`src/rtl/ovl_pkg.sv`:
```
package ovl_pkg;

   typedef enum logic [1:0] {
      ST_RUN     = 2'd0,
      ST_LATCH   = 2'd1,
      ST_HOLD    = 2'd2,
      ST_RESTART = 2'd3
   } stop_state_t;

   function automatic int unsigned cnt_width(input int unsigned max_value);
      return (max_value < 2) ? 1 : $clog2(max_value + 1);
   endfunction

endpackage

```
`src/rtl/ovl_tick_gen.sv`:
```
module ovl_tick_gen #(
   parameter int unsigned TICK_CYCLES = 1000000
) (
   input  logic clk,
   input  logic rst_n,
   input  logic run_i,
   output logic tick_o
);
   generate
      if (TICK_CYCLES < 1) begin : g_bad
         $error("ovl_tick_gen: TICK_CYCLES must be at least 1");
      end

      if (TICK_CYCLES == 1) begin : g_every
         assign tick_o = run_i;
      end else begin : g_div
         localparam int unsigned PW = ovl_pkg::cnt_width(TICK_CYCLES - 1);
         localparam logic [PW-1:0] LAST = PW'(TICK_CYCLES - 1);
         logic [PW-1:0] phase_q;

         always_ff @(posedge clk or negedge rst_n) begin
            if (!rst_n) begin
               phase_q <= '0;
            end else if (!run_i) begin
               phase_q <= '0;
            end else if (phase_q == LAST) begin
               phase_q <= '0;
            end else begin
               phase_q <= phase_q + 1'b1;
            end
         end

         assign tick_o = run_i && (phase_q == LAST);

         // ticks are isolated pulses, never back to back
         a_r2_tick_spacing: assert property (@(posedge clk) disable iff (!rst_n)
            tick_o |=> !tick_o);
      end
   endgenerate
endmodule

```
`src/rtl/ovl_updown.sv`:
```
module ovl_updown #(
   parameter int unsigned TRIP_TICKS = 8
) (
   input  logic clk,
   input  logic rst_n,
   input  logic clr_i,
   input  logic tick_i,
   input  logic peak_i,
   output logic [ovl_pkg::cnt_width(TRIP_TICKS)-1:0] count_o,
   output logic done_o
);
   localparam int unsigned CW = ovl_pkg::cnt_width(TRIP_TICKS);
   localparam logic [CW-1:0] TOP  = CW'(TRIP_TICKS);
   localparam logic [CW-1:0] NEAR = CW'(TRIP_TICKS - 1);

   generate
      if (TRIP_TICKS < 1) begin : g_bad
         $error("ovl_updown: TRIP_TICKS must be at least 1");
      end
   endgenerate

   logic [CW-1:0] count_q;
   logic          seen_q;
   logic          hit;

   assign hit = seen_q | peak_i;

   always_ff @(posedge clk or negedge rst_n) begin
      if (!rst_n) begin
         seen_q <= 1'b0;
      end else if (clr_i || tick_i) begin
         seen_q <= 1'b0;
      end else if (peak_i) begin
         seen_q <= 1'b1;
      end
   end

   always_ff @(posedge clk or negedge rst_n) begin
      if (!rst_n) begin
         count_q <= '0;
      end else if (clr_i) begin
         count_q <= '0;
      end else if (tick_i) begin
         if (hit) begin
            if (count_q != TOP) count_q <= count_q + 1'b1;
         end else begin
            if (count_q != '0) count_q <= count_q - 1'b1;
         end
      end
   end

   assign count_o = count_q;
   assign done_o  = tick_i && hit && (count_q == NEAR);

   // the count only moves on a tick or a clear
   a_r2_no_step_between_ticks: assert property (@(posedge clk) disable iff (!rst_n)
      (!tick_i && !clr_i) |=> $stable(count_q));
   // floor at zero
   a_r3_floor_at_zero: assert property (@(posedge clk) disable iff (!rst_n)
      (tick_i && !hit && !clr_i && count_q == '0) |=> (count_q == '0));
   // never beyond the completion value
   a_r4_count_bounded: assert property (@(posedge clk) disable iff (!rst_n)
      count_q <= TOP);
endmodule

```
`src/rtl/ovl_stop_ctrl.sv`:
```
module ovl_stop_ctrl (
   input  logic clk,
   input  logic rst_n,
   input  logic trip_i,
   input  logic wshort_i,
   input  logic leb_win_i,
   input  logic latch_sel_i,
   input  logic supply_low_i,
   output logic run_o,
   output logic clr_o,
   output logic drv_en_o,
   output logic clamp_o,
   output logic restart_o
);
   import ovl_pkg::*;

   stop_state_t state_q, state_d;
   logic short_hit;
   logic stop_now;

   assign short_hit = wshort_i && leb_win_i;
   assign run_o     = (state_q == ST_RUN);
   assign stop_now  = run_o && (trip_i || short_hit);

   always_comb begin
      state_d = state_q;
      unique case (state_q)
         ST_RUN:     if (stop_now) state_d = latch_sel_i ? ST_LATCH : ST_HOLD;
         ST_HOLD:    if (supply_low_i) state_d = ST_RESTART;
         ST_RESTART: state_d = ST_RUN;
         ST_LATCH:   state_d = ST_LATCH;
         default:    state_d = ST_RUN;
      endcase
   end

   always_ff @(posedge clk or negedge rst_n) begin
      if (!rst_n) state_q <= ST_RUN;
      else        state_q <= state_d;
   end

   assign drv_en_o  = run_o && !stop_now;
   assign clamp_o   = (state_q == ST_LATCH);
   assign restart_o = (state_q == ST_RESTART);
   assign clr_o     = restart_o;

   // a latched stop never leaves
   a_r5_latch_sticky: assert property (@(posedge clk) disable iff (!rst_n)
      (state_q == ST_LATCH) |=> (state_q == ST_LATCH));
   // restart is a single-cycle pulse followed by running
   a_r6_restart_pulse: assert property (@(posedge clk) disable iff (!rst_n)
      restart_o |=> (!restart_o && run_o));
   // auto-recovery hold waits for the supply flag
   a_r6_hold_waits: assert property (@(posedge clk) disable iff (!rst_n)
      (state_q == ST_HOLD && !supply_low_i) |=> (state_q == ST_HOLD));
endmodule

```
`src/rtl/ovl_fault_timer.sv`:
```
module ovl_fault_timer #(
   parameter int unsigned TICK_CYCLES = 1000000,
   parameter int unsigned TRIP_TICKS  = 8
) (
   input  logic clk,
   input  logic rst_n,
   input  logic peak_lim_i,
   input  logic wshort_i,
   input  logic leb_win_i,
   input  logic latch_sel_i,
   input  logic supply_low_i,
   output logic drv_en_o,
   output logic clamp_req_o,
   output logic restart_o
);
   localparam int unsigned CW = ovl_pkg::cnt_width(TRIP_TICKS);

   logic          run;
   logic          clr;
   logic          tick;
   logic          done;
   logic [CW-1:0] count;

   ovl_tick_gen #(.TICK_CYCLES(TICK_CYCLES)) u_tick (
      .clk    (clk),
      .rst_n  (rst_n),
      .run_i  (run),
      .tick_o (tick)
   );

   ovl_updown #(.TRIP_TICKS(TRIP_TICKS)) u_cnt (
      .clk     (clk),
      .rst_n   (rst_n),
      .clr_i   (clr),
      .tick_i  (tick),
      .peak_i  (peak_lim_i),
      .count_o (count),
      .done_o  (done)
   );

   ovl_stop_ctrl u_ctrl (
      .clk          (clk),
      .rst_n        (rst_n),
      .trip_i       (done),
      .wshort_i     (wshort_i),
      .leb_win_i    (leb_win_i),
      .latch_sel_i  (latch_sel_i),
      .supply_low_i (supply_low_i),
      .run_o        (run),
      .clr_o        (clr),
      .drv_en_o     (drv_en_o),
      .clamp_o      (clamp_req_o),
      .restart_o    (restart_o)
   );

   // the restart leaves the counter empty
   a_r6_restart_clears: assert property (@(posedge clk) disable iff (!rst_n)
      restart_o |=> (count == '0));
   // drive is never enabled while the clamp is requested
   a_r5_clamp_no_drive: assert property (@(posedge clk) disable iff (!rst_n)
      clamp_req_o |-> !drv_en_o);
   // a qualified winding short keeps drive off on the following cycle
   a_r7_short_stops: assert property (@(posedge clk) disable iff (!rst_n)
      (wshort_i && leb_win_i) |=> !drv_en_o);
endmodule

```
`config.mk`:
```
export PLATFORM = sky130hd
export DESIGN_NAME = ovl_fault_timer
export DESIGN_NICKNAME = d
export VERILOG_FILES = /design/src/rtl/ovl_pkg.sv /design/src/rtl/ovl_tick_gen.sv /design/src/rtl/ovl_updown.sv /design/src/rtl/ovl_stop_ctrl.sv /design/src/rtl/ovl_fault_timer.sv
export SDC_FILE = /design/constraint.sdc
export NUM_CORES = 1
export LEC_CHECK = 0
export ABC_AREA = 1
export BUFFER_PORTS_ARGS = -buffer_cell sky130_fd_sc_hd__buf_2
export CAP_MARGIN = 20
export CELL_PAD_IN_SITES_DETAIL_PLACEMENT = 1
export CELL_PAD_IN_SITES_GLOBAL_PLACEMENT = 1
export CORE_MARGIN = 10
export CORE_UTILIZATION = 42
export CTS_BUF_LIST = sky130_fd_sc_hd__clkbuf_8
export DETAILED_ROUTE_END_ITERATION = 8
export PLACE_DENSITY = 0.8
export SLEW_MARGIN = 0
export SYNTH_ARGS = -nofsm -noshare
export SYNTH_HDL_FRONTEND = slang
export SYNTH_HIERARCHICAL = 1
export SYNTH_SLANG_ARGS = --single-unit
```
`constraint.sdc`:
```
create_clock -name clk -period 2.1 [get_ports clk]
set_input_delay 0.42 -clock clk [delete_from_list [all_inputs] [get_ports clk]]
set_output_delay 0.42 -clock clk [all_outputs]
set_load 0.02 [all_outputs]
```
==> results by group <==
Status
  – Status: complete, but fails checks
  – Failing checks: negative setup slack

Global route
  – Remaining Overflow, GRT: 0
  – Largest net degree at the start of global routing: 28
  – Number of global-route vias before repair: 1697
  – Gr usage total: 0.128
  – Initial antenna violation count: 0
  – First-pass GRT wire length: 7730 um

Floorplan
  – Total Die Area: 7180 um2
  – FP Rows: 23
  – Die Width: 84.7 um
  – Die H: 84.7 um
  – Top Ports: 10
  – CORE AREA: 4030 um2
  – Starting Density: 0.437

Placed design
  – Routability cong.: 0.809
  – IO Port Bufs: 9
  – Placed cell area: 1940 um2
  – Dpl hpwl: 3250 um

Worst setup path
  – Worst path slowest cell: dfrtp_1
  – Critical path depth in cells: 11
  – Worst EP required: 1.68 ns
  – WP buf/inv: 4
  – Crit path launch type: flip-flop
  – CP Max Fanout: 2
  – Worst-path cell chain: ha_2 -> nand3_4 -> nor2_4 -> nand3_4 -> nor2_4 -> inv_2 -> nor3_2 -> inv_1 -> nand3_2 -> inv_2 -> buf_6
  – Crit-path max cell delay: 0.37 ns
  – CP Data Arrival Time: 1.70 ns
  – Cell family with the largest share of critical-path delay: simple AND/OR/NAND/NOR gates
  – Setup crit end kind: output pin
  – R2R Setup Slk: 0.46 ns
  – Worst reg-to-reg path cell count: 11
  – R2R Path End: u_cnt/count_o[1]$_DFFE_PN0P_
  – R2r startpoint: u_tick/g_div.phase_q[1]$_DFF_PN0_
  – Worst Path Class, Setup: reg2out

CTS
  – CTS max path bufs: 2
  – Clk Tree Root Cell: clkbuf_8
  – CTS Hold Bufs: 0
  – H-tree levels: 1
  – Clock Latency Late Sink: 0.29 ns
  – CTS tree: yes
  – Reg clk slew, reported paths: 0.10 ns
  – CTS Buf Count: 3
  – Sink Count: 27

Timing
  – Fmax: 471 MHz
  – Total negative slack: -0.0248 ns
  – Worst Tran Pin Value: 0.641 ns
  – Worst Skew: 0.00856 ns
  – Final period utilization: 1.01
  – Max_slew headroom: 0.572
  – Final setup fails: 1
  – Unrepaired setup endpoints after global routing: true
  – Minimum clock period: 2.12 ns
  – Final WS setup: -0.0248 ns
  – Final hold vios: 0
  – Max-slew violations: 0

Flow run
  – Max_cap viols: 0

Yosys
  – Sequential-to-total area share from yosys stat: 0.384
  – Flops & latches, synth: 27
  – Distinct cells, synth: 25
  – Syn Nets: 246
  – Cell Area, Synth: 1760 um2
  – Synth Warn #: 6
  – Mean post-synth cell area: 7.58 um2
  – Cell count after synthesis: 232

Routing
  – Avg WL per Cell: 14.1 um
  – Final ANT Viol Nets: 0
  – Total Wirelength: 4380 um
  – DR pass1 iterations: 4
  – Vias after detailed routing: 1533
  – Drt via density: 4.93
  – DR DRC count: 0
  – 1st-iter DRT viols: 75

Layout
  – Layout net count: 276
  – Layout cells sized above 1: 0.253
  – Area delta synth->final: 17.6%
  – Diodes inserted: 0
  – Commonest non-fill, non-tap cells in the layout: nand2_1, nor2_1, inv_1, dfrtp_1, nand3_1
  – Final instance area: 2070 um2
  – Most common cell after layout, fill and taps aside: nand2_1

Power
  – PD cells: 876 nW/um2
  – Maximum vdd ir drop: 0.518 mV
  – Leak: 0.000983 uW

Worst hold path
  – HP Class: in2async
-- stage by stage --
step	power, uW	utilization	cells	hold WS, ns	setup slack [ns]
3_5_place_dp	1420	0.481	300	0.458	0.0875
5_1_grt	1970	0.514	311	0.182	-0.136
3_3_place_gp	1410	0.481	300	0.444	0.113
2_1_floorplan	1210	-	232	0.124	0.0944
6_report	1810	0.514	311	0.140	-0.0248
4_1_cts	1800	0.506	309	0.164	-0.0781
-- area by class of cell --
type	count	area, um2
clock buffer	3	41.3
clock inverter	1	5.00
fill	525	1960
inverter	33	124
multi-input combinational	171	982
sequential	27	676
tap	50	62.6
timing repair buffer	26	179
-- worst register-to-register path: cells and delay by family, from the launching register on --
kind | cells | cell delay, ns
AO/OA/AOI/OAI | 1 | 0.08
buffers and inverters | 1 | 0.04
AND/OR/NAND/NOR | 8 | 0.88
adder cells (fa/ha/maj) | 1 | 0.21
flip-flops | 1 | 0.37
-- worst max-delay path by stage --
| stage | startpoint | to | slack (ns) |
|---|---|---|---|
| 2_1_floorplan | u_ctrl/state_q[0]$_DFFE_PN0P_ | drv_en_o | 0.09 |
| 3_3_place_gp | u_tick/g_div.phase_q[0]$_DFF_PN0_ | drv_en_o | 0.11 |
| 3_5_place_dp | u_tick/g_div.phase_q[0]$_DFF_PN0_ | drv_en_o | 0.09 |
| 4_1_cts | u_tick/g_div.phase_q[1]$_DFF_PN0_ | drv_en_o | -0.08 |
| 5_1_grt | u_tick/g_div.phase_q[0]$_DFF_PN0_ | drv_en_o | -0.14 |
| 6_report | u_tick/g_div.phase_q[1]$_DFF_PN0_ | drv_en_o | -0.02 |
-- report_power, final --
part | internal [uW] | switching [uW] | total, uW
clock | 134 | 182 | 316
combinational | 316 | 499 | 815
sequential | 601 | 81.3 | 682
total | 1050 | 763 | 1810
-- cells in the mapped netlist --
master	count	area share
nand4_1	4	0.014
dfrtp_1	27	0.38
xnor2_1	4	0.020
nand2_1	56	0.12
inv_1	29	0.062
nand2_4	2	0.013
nand3_4	2	0.020
clkinv_1	1	0.0021
nor3_1	4	0.011
nor2_4	7	0.045
nor2_1	35	0.075
ha_1	7	0.050
inv_2	3	0.0064
and2_1	1	0.0036
nor2_2	5	0.018
o21ai_0	1	0.0028
o21ai_1	3	0.0085
a21oi_1	4	0.011
nor3b_1	1	0.0043
buf_4	1	0.0043
nand2_2	7	0.025
nand3_2	2	0.011
xor2_1	7	0.035
or2_1	1	0.0036
nand3_1	18	0.051
-- flip-flops by register name, summed over array words and instances (netlist names) --
register and flops:
u_tick/g_div.phase_q 20, u_cnt/count_o 4, u_ctrl/state_q 2, u_cnt/seen_q 1
-- cells by family after synthesis --
kind of cell	after synthesis	synth area share
and+or+nand+nor	145	0.414
buffers and inverters	34	0.0747
DFF	27	0.384
adders and majority gates	7	0.0498
AOI/OAI and AO/OA	8	0.0228
xor gates and xnor gates	11	0.0548
-- layer usage --
metal  vias up  track usage  part of all wire
met5         -            0                 0
met4         0       0.0644             0.015
met3         4       0.0174             0.026
met2        22        0.214              0.49
met1       736        0.155              0.47
li1        771            -                 -
-- timing repair --
item | 4_1_cts | 5_1_grt
buffers inserted | 5 | 2
gates resized for setup | 7 | 4
cloned | 0 | 0
setup endpoints to repair | 1 | 1
pin swaps | 5 | 3
Power figures use the tool's default switching activity.
